**src/rtl/xcvr_pkg.sv**
```systemverilog
package xcvr_pkg;

    parameter int XCVR_W    = 18;
    parameter int NUM_LANES = 2;

    localparam int LANE_AB = 0;
    localparam int LANE_BA = 1;

    // Control bundle for one direction
    typedef struct packed {
        logic pass;
        logic stb;
        logic stb_en_n;
        logic oe_n;
    } lane_ctrl_t;

    // What the storage does on the coming clk edge
    typedef enum logic [1:0] {
        OP_HOLD    = 2'd0,
        OP_PASS    = 2'd1,
        OP_CAPTURE = 2'd2
    } lane_op_t;

    // Pass enable outranks the strobe; gated rising edge captures
    function automatic lane_op_t decode_op(input logic pass,
                                           input logic rise,
                                           input logic stb_en_n);
        if (pass)
            return OP_PASS;
        else if (rise && !stb_en_n)
            return OP_CAPTURE;
        else
            return OP_HOLD;
    endfunction

endpackage

```
**src/rtl/xcvr_edge.sv**
```systemverilog
module xcvr_edge (
    input  logic clk,
    input  logic level,
    output logic rise
);
    logic hist;

    always_ff @(posedge clk) begin
        hist <= level;
    end

    assign rise = level & ~hist;
endmodule

```
**src/rtl/xcvr_store.sv**
```systemverilog
module xcvr_store
    import xcvr_pkg::*;
#(
    parameter int W = XCVR_W
) (
    input  logic         clk,
    input  logic         rst,
    input  lane_op_t     op,
    input  logic [W-1:0] din,
    output logic [W-1:0] q
);
    always_ff @(posedge clk) begin
        if (rst) begin
            q <= '0;
        end else begin
            case (op)
                OP_PASS:    q <= din;
                OP_CAPTURE: q <= din;
                default:    q <= q;
            endcase
        end
    end
endmodule

```
**src/rtl/xcvr_lane.sv**
```systemverilog
module xcvr_lane
    import xcvr_pkg::*;
#(
    parameter int W = XCVR_W
) (
    input  logic         clk,
    input  logic         rst,
    input  lane_ctrl_t   ctrl,
    input  logic [W-1:0] din,
    output logic [W-1:0] dout,
    output logic         oe
);
    logic         rise;
    lane_op_t     op;
    logic [W-1:0] held;

    xcvr_edge u_edge (
        .clk   (clk),
        .level (ctrl.stb),
        .rise  (rise)
    );

    assign op = decode_op(ctrl.pass, rise, ctrl.stb_en_n);

    xcvr_store #(.W(W)) u_store (
        .clk (clk),
        .rst (rst),
        .op  (op),
        .din (din),
        .q   (held)
    );

    // Transparent path bypasses storage in the same cycle
    assign dout = ctrl.pass ? din : held;
    assign oe   = ~ctrl.oe_n;
endmodule

```
**src/rtl/xcvr_bidir.sv**
```systemverilog
module xcvr_bidir
    import xcvr_pkg::*;
#(
    parameter int W = XCVR_W
) (
    input  logic         clk,
    input  logic         rst,
    input  logic [W-1:0] a_i,
    output logic [W-1:0] a_o,
    output logic         a_oe,
    input  logic [W-1:0] b_i,
    output logic [W-1:0] b_o,
    output logic         b_oe,
    input  logic         ab_pass,
    input  logic         ab_stb,
    input  logic         ab_stb_en_n,
    input  logic         ab_oe_n,
    input  logic         ba_pass,
    input  logic         ba_stb,
    input  logic         ba_stb_en_n,
    input  logic         ba_oe_n
);
    lane_ctrl_t   ctrl [NUM_LANES];
    logic [W-1:0] din  [NUM_LANES];
    logic [W-1:0] dout [NUM_LANES];
    logic         oe   [NUM_LANES];

    assign ctrl[LANE_AB] = '{pass: ab_pass, stb: ab_stb, stb_en_n: ab_stb_en_n, oe_n: ab_oe_n};
    assign ctrl[LANE_BA] = '{pass: ba_pass, stb: ba_stb, stb_en_n: ba_stb_en_n, oe_n: ba_oe_n};
    assign din[LANE_AB]  = a_i;
    assign din[LANE_BA]  = b_i;

    for (genvar g = 0; g < NUM_LANES; g++) begin : g_lane
        xcvr_lane #(.W(W)) u_lane (
            .clk  (clk),
            .rst  (rst),
            .ctrl (ctrl[g]),
            .din  (din[g]),
            .dout (dout[g]),
            .oe   (oe[g])
        );
    end

    assign b_o  = dout[LANE_AB];
    assign b_oe = oe[LANE_AB];
    assign a_o  = dout[LANE_BA];
    assign a_oe = oe[LANE_BA];
endmodule

```
**config.mk**
```make
export PLATFORM = sky130hd
export DESIGN_NAME = xcvr_bidir
export DESIGN_NICKNAME = d
export VERILOG_FILES = /design/src/rtl/xcvr_pkg.sv /design/src/rtl/xcvr_edge.sv /design/src/rtl/xcvr_store.sv /design/src/rtl/xcvr_lane.sv /design/src/rtl/xcvr_bidir.sv
export SDC_FILE = /design/constraint.sdc
export NUM_CORES = 1
export LEC_CHECK = 0
export BUFFER_PORTS_ARGS = -buffer_cell sky130_fd_sc_hd__buf_4
export CORE_AREA = 2 2 77 79
export CTS_BUF_LIST = sky130_fd_sc_hd__clkbuf_8
export CTS_CLUSTER_SIZE = 10
export DETAILED_ROUTE_END_ITERATION = 10
export DIE_AREA = 0 0 79 81
export PLACE_DENSITY = 0.67
export SETUP_SLACK_MARGIN = 0.5
export SYNTH_ARGS = -nofsm -noshare
export SYNTH_HDL_FRONTEND = slang
export SYNTH_SLANG_ARGS = --single-unit
```
**constraint.sdc**
```tcl
create_clock -name clk -period 1.5 [get_ports clk]
set_clock_uncertainty 0.1 [all_clocks]
set_input_delay 0.3 -clock clk [delete_from_list [all_inputs] [get_ports clk]]
set_output_delay 0.3 -clock clk [all_outputs]
set_load 0.05 [all_outputs]
```
**Word level (Yosys, flattened, before mapping)**

Index checks and enable logic that the tools add are counted.

- Register bits: 38
- Output and inout bits: 38
- Logic and storage cells: 26

- Equal/unequal tests: 4
- Muxes and demuxes: 6
- Bitwise operators: 6
- Reduce and logical (&&, ||, !) cells: 6

Operators with widths:

| kind | number |
|---|---|
| 2-to-1 mux 18 bit | 2 |
| 2-to-1 mux 2 bit | 4 |
| == test 2 x 1 -> 1 bit, second input constant | 2 |
| == test 2 bit, second input constant | 2 |
| NOT 1 bit | 4 |
| OR reduction 2 bit | 2 |
| AND 1 bit | 2 |
| logical AND 1 bit | 2 |
| logical NOT 1 bit | 2 |

**Longest topological paths before layout**

- Depth in word-level cells: 7
- Mapped depth: 5
- Mapped depth without buffers: 3

**Modules after synthesis**

From an unflattened synthesis, not the netlist that was laid out.

- Cell total of the unflattened synthesis: 202
- Area, all modules: 2264.7 um^2

Modules (own cells, without submodules):

| module | times used | cells each | area an instance (um^2) | seq. area each (um^2) |
|---|---|---|---|---|
| xcvr_store | 2 | 77 | 819.5 | 360.3 |
| xcvr_lane | 2 | 22 | 279.0 | 0.0 |
| xcvr_edge | 2 | 2 | 33.8 | 20.0 |

**Worst setup path before layout**

OpenSTA, ideal clock, no wires.

- Path type: in2out
- Start point: input port ba_pass
- End point: output port a_o[0]
- Arrival: 1.045 ns
- Required time: 1.100 ns
- Setup slack: 0.055 ns
- Cell stages on the path: 3
- Buffers on the path: 2
- Cell sequence: buf_6 > buf_4 > mux2_2

- Word-level cells in the longest chain between the ends: 1

Ends and longest elaborated chain:

| element | RTL line | source |
|---|---|---|
| start, declared | xcvr_bidir.sv:18 | `input logic ba_pass,` |
| 2-to-1 mux 18 bit | xcvr_lane.sv:34 | `assign dout = ctrl.pass ? din : held;` |
| end, declared | xcvr_bidir.sv:9 | `output logic [W-1:0] a_o,` |

Every way passes these cells.

**Final worst setup path**

- Start point: register g_lane[0].u_lane.u_store.q[6]
- End point: output port b_o[6]

- Word-level cells in the longest chain between the ends: 1

Ends and longest elaborated chain:

| element | RTL line | source |
|---|---|---|
| start, declared | xcvr_store.sv:10 | `output logic [W-1:0] q` |
| start signal, assigned | xcvr_store.sv:17 | `OP_PASS: q <= din;` |
| start signal, assigned | xcvr_store.sv:18 | `OP_CAPTURE: q <= din;` |
| start signal, assigned | xcvr_store.sv:19 | `default: q <= q;` |
| 2-to-1 mux 18 bit | xcvr_lane.sv:34 |  |
| end, declared | xcvr_bidir.sv:12 | `output logic [W-1:0] b_o,` |

Every way passes these cells.

==> flow_summary.json <==
{
  "syn_area_um2": 2140,
  "syn_inst": 204,
  "dr.first_iter.drc_count": 58,
  "grt_pass1_vias": 1743,
  "synth_seq_cells": 38,
  "first_pass_iters": 4,
  "antenna_found_initial": 0,
  "clkPwrFrac": 0.243,
  "place_worst_setup_slack_ns": -0.0694,
  "die_y_um": 81,
  "synth-simple-area-share": 0.214,
  "layout_setup_ws_ns": 0.0597,
  "period_share": 0.960,
  "combPwrFrac": 0.375,
  "slew_headroom": 0.674,
  "critical_path_required_ns": 1.10,
  "start_util": 0.377,
  "final_cell_mix": "nand2b_1 (72), buf_4 (44), mux2i_1 (36)",
  "syn2layout_area_growth_pct": 59.6,
  "grt_max_degree": 73,
  "nNetsFinal": 338,
  "synth_fa_ha_area_frac": 0,
  "worstSetupPathType": "flip-flop to primary output",
  "layout_commonest_cell": "nand2b_1",
  "arrival_ns": 1.04,
  "drive_gt1_frac": 0.553,
  "clock-sinks": 38,
  "rsz0062_at_grt": "true",
  "overflow": 0,
  "ys_seq_area_frac": 0.355,
  "cts_tree": "built",
  "dieArea_um2": 6400,
  "max_freq_mhz": 694,
  "drt-vias-per-instance": 4.66,
  "yosysUniqueCellTypes": 12,
  "pwr-share-seq": 0.381,
  "cts_max_path_buffers": 2,
  "rows": 28,
  "worst_slew_pin_slew_ns": 0.489,
  "p_sw_frac": 0.321,
  "critPathCaptureType": "primary output",
  "drv_slew": 0,
  "irDropWorstVdd_mv": 0.519,
  "p_int_mw": 2.00,
  "drv_cap": 0,
  "clock_tree.root_cell": "clkbuf_8",
  "antennaDiodeCount": 0,
  "htreeDepth": 2,
  "ctsHoldBuffers": 0,
  "io_buffers": 83,
  "avgSynthCellArea_um2": 10.5,
  "numCtsBuffers": 5,
  "fin_tns_setup_ns": 0,
  "power.net_switching_uw": 942,
  "power.density_nw_per_um2": 861,
  "synthMuxAreaShare": 0.358,
  "worstSkewPairLatency_ns": 0.28,
  "hold_viol": 0,
  "power_leakage_nw": 1.58,
  "whs_ns": 0.0281,
  "min_period_ns": 1.44,
  "setup_viol": 0,
  "gr-usage-all-layers": 0.160,
  "pin_count": 84,
  "crit_fanout": 2,
  "synth_top_family_by_area": "multiplexers",
  "core_area_um2": 5680,
  "cp-start-kind": "flip-flop",
  "clkTransAtPathRegs_ns": 0.07,
  "final_util": 0.602,
  "ant_nets": 0,
  "post-route-drc-count": 0,
  "detail_route.wl_per_cell_um": 13.6,
  "place_hpwl_mm": 2.86,
  "synth_xor_area_frac": 0,
  "fillerInstances": 499,
  "synth_compound_area_frac": 0.00818,
  "place_congestion": 0.652,
  "synth.net_count": 250,
  "wirelength_mm": 5.02,
  "status": "finished, final reports clean",
  "grt_pass1_wl_mm": 8.02,
  "hold_class": "primary input to flip-flop",
  "synth_warnings": 0,
  "die_w_um": 79,
  "vias": 1715
}
[layer usage]
layer	share of wire	track usage
met5	0	0
met1	0.42	0.189
met4	0.0096	0.0414
met2	0.51	0.285
met3	0.067	0.0478
[critical path, stage by stage, from the launching register on]
cell and delay, ns:
dfxtp_2 0.33, mux2_4 0.28, buf_8 0.15
[synth_stat cells]
library cell	n	area (um^2)
mux2_2	36	405
dfxtp_1	38	761
a21oi_2	2	17.5
buf_4	2	15.0
buf_6	4	45.0
mux2i_1	36	360
nor2_1	2	7.51
buf_2	1	5.00
inv_1	2	7.51
nand2b_1	72	450
clkbuf_1	7	26.3
buf_12	2	40.0
[power groups by stage]
stage | clock, mW | sequential [mW] | combinational (mW)
after global routing | 0.793 | 1.13 | 1.16
final | 0.715 | 1.12 | 1.10
after detailed placement | 0 | 1.14 | 0.893
after floorplan | 0 | 1.13 | 0.669
after CTS | 0.749 | 1.12 | 1.09
after global placement | 0 | 1.13 | 0.885
[worst paths after layout]
path / start / to / slack (ns) / cells after the start
max: g_lane[0].u_lane.u_store.q[6] / b_o[6] / 0.06 / 2
min: ab_stb / g_lane[0].u_lane.u_edge.hist / 0.03 / 1
max reg2reg: g_lane[0].u_lane.u_edge.hist / g_lane[0].u_lane.u_store.q[17] / 0.25 / 6
min reg2reg: g_lane[1].u_lane.u_store.q[11] / g_lane[1].u_lane.u_store.q[11] / 0.38 / 2
[cell families after synthesis]
family | count (synthesis)
AOI/OAI and AO/OA | 2
and+or+nand+nor | 74
muxes | 72
DFF | 38
buffers and inverters | 18
[flip-flops by register name, indices dropped and copies added, names as in the netlist]
signal                     cells
g_lane.u_lane.u_edge.hist      2
g_lane.u_lane.u_store.q       36
[stage by stage]
step | instances | power, mW | cell area, um^2
after floorplan | 204 | 1.79 | 2260
after global placement | 348 | 2.02 | 2840
after detailed placement | 348 | 2.03 | 2840
after CTS | 367 | 2.96 | 3370
after global routing | 368 | 3.08 | 3420
final | 368 | 2.94 | 3420
[timing repair]
action,CTS,global route
endpoints found under the setup margin,74,74
resized for setup,77,15
pin swaps,4,1
cloned,6,0
setup buffers,5,1
[cell type report]
type	count	area [um^2]	area share
Multi-Input combinational cell	148	1350	0.396
Clock buffer	6	82.6	0.0242
Timing Repair Buffer	97	1090	0.319
Tap cell	75	93.8	0.0275
Inverter	2	7.51	0.00220
Sequential cell	38	781	0.229
Clock inverter	2	8.76	0.00256
Note: power is estimated with default switching activity, not from simulation.
